<file path="src/rtl/llsc_monitor.sv">
module llsc_monitor #(
  parameter int ADDR_W  = 32,
  parameter int ID_W    = 4,
  parameter int ENTRIES = 4,
  parameter int RES_W   = 32
) (
  input  logic              clk,
  input  logic              rst_n,
  input  logic              done_vld,
  input  logic [ADDR_W-1:0] done_addr,
  input  logic [1:0]        done_kind,
  input  logic [ID_W-1:0]   done_id,
  input  logic              inv_vld,
  input  logic [ADDR_W-1:0] inv_addr,
  output logic              rsp_vld,
  output logic              sc_ok,
  output logic [RES_W-1:0]  sc_word
);
  localparam int IDX_W = $clog2(ENTRIES);

  logic [ENTRIES-1:0] vld, vld_eff, line_hit, own_hit;
  logic [ADDR_W-1:0]  tag   [ENTRIES];
  logic [ID_W-1:0]    owner [ENTRIES];
  logic [IDX_W-1:0]   rank  [ENTRIES];

  logic             free_any;
  logic [IDX_W-1:0] free_idx, old_idx, victim, victim_rank;

  wire is_ll = done_vld && done_kind == 2'd0;
  wire is_sc = done_vld && done_kind == 2'd1;
  wire is_wr = done_vld && done_kind == 2'd2;
  wire kill  = inv_vld && inv_addr == done_addr;
  wire alloc = is_ll && !(|line_hit) && !kill;

  always_comb begin
    for (int i = 0; i < ENTRIES; i++) begin
      vld_eff[i]  = vld[i] && !(inv_vld && tag[i] == inv_addr);
      line_hit[i] = vld_eff[i] && tag[i] == done_addr;
      own_hit[i]  = line_hit[i] && owner[i] == done_id;
    end
  end

  always_comb begin
    free_any = 1'b0;
    free_idx = '0;
    old_idx  = '0;
    for (int i = ENTRIES - 1; i >= 0; i--) begin
      if (!vld_eff[i]) begin
        free_any = 1'b1;
        free_idx = IDX_W'(i);
      end
      if (rank[i] == IDX_W'(ENTRIES - 1)) old_idx = IDX_W'(i);
    end
  end

  assign victim      = free_any ? free_idx : old_idx;
  assign victim_rank = rank[victim];

  for (genvar g = 0; g < ENTRIES; g++) begin : g_ent
    always_ff @(posedge clk) begin
      if (!rst_n) begin
        vld[g]   <= 1'b0;
        tag[g]   <= '0;
        owner[g] <= '0;
        rank[g]  <= IDX_W'(g);
      end else begin
        vld[g] <= vld_eff[g] && !((is_sc && line_hit[g]) || (is_wr && own_hit[g]));
        if (is_ll && line_hit[g]) owner[g] <= done_id;
        if (alloc && victim == IDX_W'(g)) begin
          vld[g]   <= 1'b1;
          tag[g]   <= done_addr;
          owner[g] <= done_id;
          rank[g]  <= '0;
        end else if (alloc && rank[g] < victim_rank) begin
          rank[g] <= rank[g] + 1'b1;
        end
      end
    end
  end

  always_ff @(posedge clk) begin
    if (!rst_n) begin
      rsp_vld <= 1'b0;
      sc_ok   <= 1'b0;
      sc_word <= '0;
    end else begin
      rsp_vld <= done_vld;
      sc_ok   <= done_vld && (!is_sc || |own_hit);
      sc_word <= RES_W'(is_sc && |own_hit);
    end
  end
endmodule

</file>
<file path="config.mk">
export PLATFORM = sky130hd
export DESIGN_NAME = llsc_monitor
export DESIGN_NICKNAME = d
export VERILOG_FILES = /design/src/rtl/llsc_monitor.sv
export SDC_FILE = /design/constraint.sdc
export NUM_CORES = 1
export LEC_CHECK = 0
export BUFFER_PORTS_ARGS = -buffer_cell sky130_fd_sc_hd__buf_4
export CORE_UTILIZATION = 30
export CTS_CLUSTER_DIAMETER = 150
export DETAILED_ROUTE_END_ITERATION = 6
export PLACE_DENSITY_LB_ADDON = 0.08
export SLEW_MARGIN = 25
export SYNTH_ARGS = -nofsm -noshare
export SYNTH_HDL_FRONTEND = slang
export SYNTH_SLANG_ARGS = --single-unit
</file>
<file path="constraint.sdc">
create_clock -name clk -period 4.21 [get_ports clk]
set_input_delay 0.2105 -clock clk [delete_from_list [all_inputs] [get_ports clk]]
set_output_delay 0.2105 -clock clk [all_outputs]
set_load 0.03 [all_outputs]
</file>
==> results.cfg <==
[route]
drt_pass1_iterations = 5
drt-initial-drc-count = 639
via_count = 7425
routed_wirelength_mm = 39.7
routedWlPerCell_um = 27.0
routed_via_density = 5.04
final_antenna_net_count = 0
drc = 0

[worst_setup_path]
crit_fanout = 7
cp-end-kind = flip-flop
startpoint_type = flip-flop
crit_arrival_ns = 4.09
critical_path_required_ns = 4.33
crit_type = reg2reg

[job]
cap_violations = 0

[clocking]
clk_pin_slew_worst_paths_ns = 0.07
cts_hold_buf = 0
clockBufferDepth = 2
cts_root_buf = clkbuf_16
cts_tree = built
clock-sinks = 159
cts_resized = 0
cts_made_buffers = 17
clock_latency_ns = 0.45
cts-htree-levels = 4
postCtsSetupBuffers = 0

[grt]
grt_pass1_vias = 7425
grt_max_degree = 63
grt_use_total_pct = 22.8
grt_pass1_wl_mm = 56.5
overflow = 0
antenna_found_initial = 0

[floorplanning]
dieArea_mm2 = 0.0357
rows = 68
die_h_um = 189
core_mm2 = 0.0345
initial_core_util_pct = 30.5
io_pins = 108
die-width_um = 189

[yosys]
netlist_area_mm2 = 0.0105
syn-mean-instance-area_um2 = 10.8
synthCells = 975
ys_warn_count = 0
ys_types = 67
synth_seq_area_share_pct = 44.8
ys_async_sr_fraction_pct = 0
ys_ff_latch = 159
synth-main-ff-cell = edfxtp_1
synth_edf_count = 152

[pwr]
p_leak_uw = 0.00482
ir_worst_vdd_v = 0.000259
power_density_mw_per_mm2 = 341

[timing]
tightest_slew_ns = 0.898
fin_crit_sh_pct = 94.3
slew_headroom_pct = 39.3
period_needed_ns = 3.97
max_freq_ghz = 0.252
maxSlewViolCount = 0
grt_setup_unrepaired = false
skew_ns = 0.0150
setup_tns_ns = 0
final_hold_viol_count = 0
setup_viol = 0

[run_status]
status = complete, no violations

[placement]
hpwl_mm = 29.1
portBuffers = 76
place_area_mm2 = 0.0114
gp_congestion = 0.927

[cells_and_area]
num_antenna_cells = 0
final_layout_size_suffix_gt1_share_pct = 15.8
nets = 1082
fillers = 3456
final_cell_mix = xor2_1 (220), edfxtp_1 (152), and3_1 (97), buf_4 (95), xnor2_1 (78)
area.sequential_mm2 = 0.00470
final_common_cell = xor2_1
fin_util_pct = 34.8
finalInstanceArea_mm2 = 0.0120
area_growth_pct = 14.2
multi_input_area_mm2 = 0.00522

[hold_path]
hp-class = in2reg
layer usage:
metal	GRT usage, %	up-vias	wire [um]
li1	-	3417	-
met1	31.7	3754	18900
met2	34.9	209	17800
met3	4.49	45	1980
met4	8.06	0	1090
met5	0	-	0
worst max-delay path: stages (launching register included):
cell and delay, ns:
edfxtp_1 0.43, xor2_1 0.19, nor4_1 0.67, nand3_1 0.20
o31a_1 0.44, a311oi_4 0.52, nand4_1 0.21, a31o_2 0.32
maj3_1 0.36, o21ai_0 0.28
final timing paths:
| path | startpoint | end | slack, ns | depth (start not counted) |
|---|---|---|---|---|
| max | tag[2][27] | rank[2][0] | 0.24 | 9 |
| min | done_vld | rsp_vld | 0.06 | 3 |
| max reg2reg | tag[2][27] | rank[2][0] | 0.24 | 9 |
| min reg2reg | vld[1] | vld[1] | 0.65 | 2 |
layout make-up:
class	count	area share [%]
clock buffers	18	3.58
clock inverters	14	1.19
inverters	18	0.564
multi-input cells	706	43.5
flip-flops and latches	159	39.2
well taps	455	4.75
repair buffers	102	7.12
logic make-up (layout without fill, tap and decap cells):
family	Yosys count	in the layout	synth area share, %
XOR/XNOR	298	298	24.9
adder cells (fa/ha/maj)	6	6	0.668
other	1	31	0.0357
multiplexers	5	5	0.536
buffers and inverters	140	152	6.78
AND/OR/NAND/NOR	306	306	17.6
AO/OA/AOI/OAI	60	60	4.64
flip-flops	159	159	44.8
synthesized netlist by cell type, types with 4 or more instances:
library cell | count | share of area [%]
edfxtp_1 | 152 | 43
nand2_1 | 18 | 0.64
nor2_1 | 9 | 0.32
xnor2_1 | 78 | 6.5
buf_2 | 37 | 1.8
inv_1 | 17 | 0.61
o211ai_1 | 4 | 0.29
nor3_1 | 8 | 0.38
and2_1 | 53 | 3.2
a21oi_1 | 4 | 0.19
clkbuf_1 | 47 | 1.7
and3_1 | 97 | 5.8
nor4_1 | 55 | 3.3
a21boi_0 | 4 | 0.29
or2_2 | 4 | 0.24
a31o_2 | 5 | 0.42
o21ai_0 | 12 | 0.57
nand4_1 | 30 | 1.8
buf_4 | 31 | 2.2
dfxtp_1 | 7 | 1.3
nand3_1 | 17 | 0.81
xor2_1 | 220 | 18
ha_1 | 4 | 0.48
power breakdown:
part / total (uW) / leakage [uW] / internal [uW] / switching [uW]
Combinational: 657 / 0.00293 / 225 / 431
Sequential: 1850 / 0.00162 / 1790 / 59.9
Clock: 1580 / 0.000267 / 870 / 705
sequential cells by signal, indices dropped and copies added (netlist names):
| name | cells |
|---|---|
| vld | 4 |
| owner | 16 |
| tag | 128 |
| sc_ok | 1 |
| rank | 8 |
| sc_word | 1 |
| rsp_vld | 1 |
through the flow:
stage	hold slack [ns]	setup slack (ns)	total power [uW]	std cells
finish	0.0621	0.238	4080	1472
global route	0.0642	0.0367	4210	1472
CTS	0.0462	0.209	4110	1472
detailed placement	0.525	0.237	2540	1440
global placement	0.520	0.303	2550	1440
floorplan	0.340	0.749	2280	1005
(Power assumes the default switching activity.)
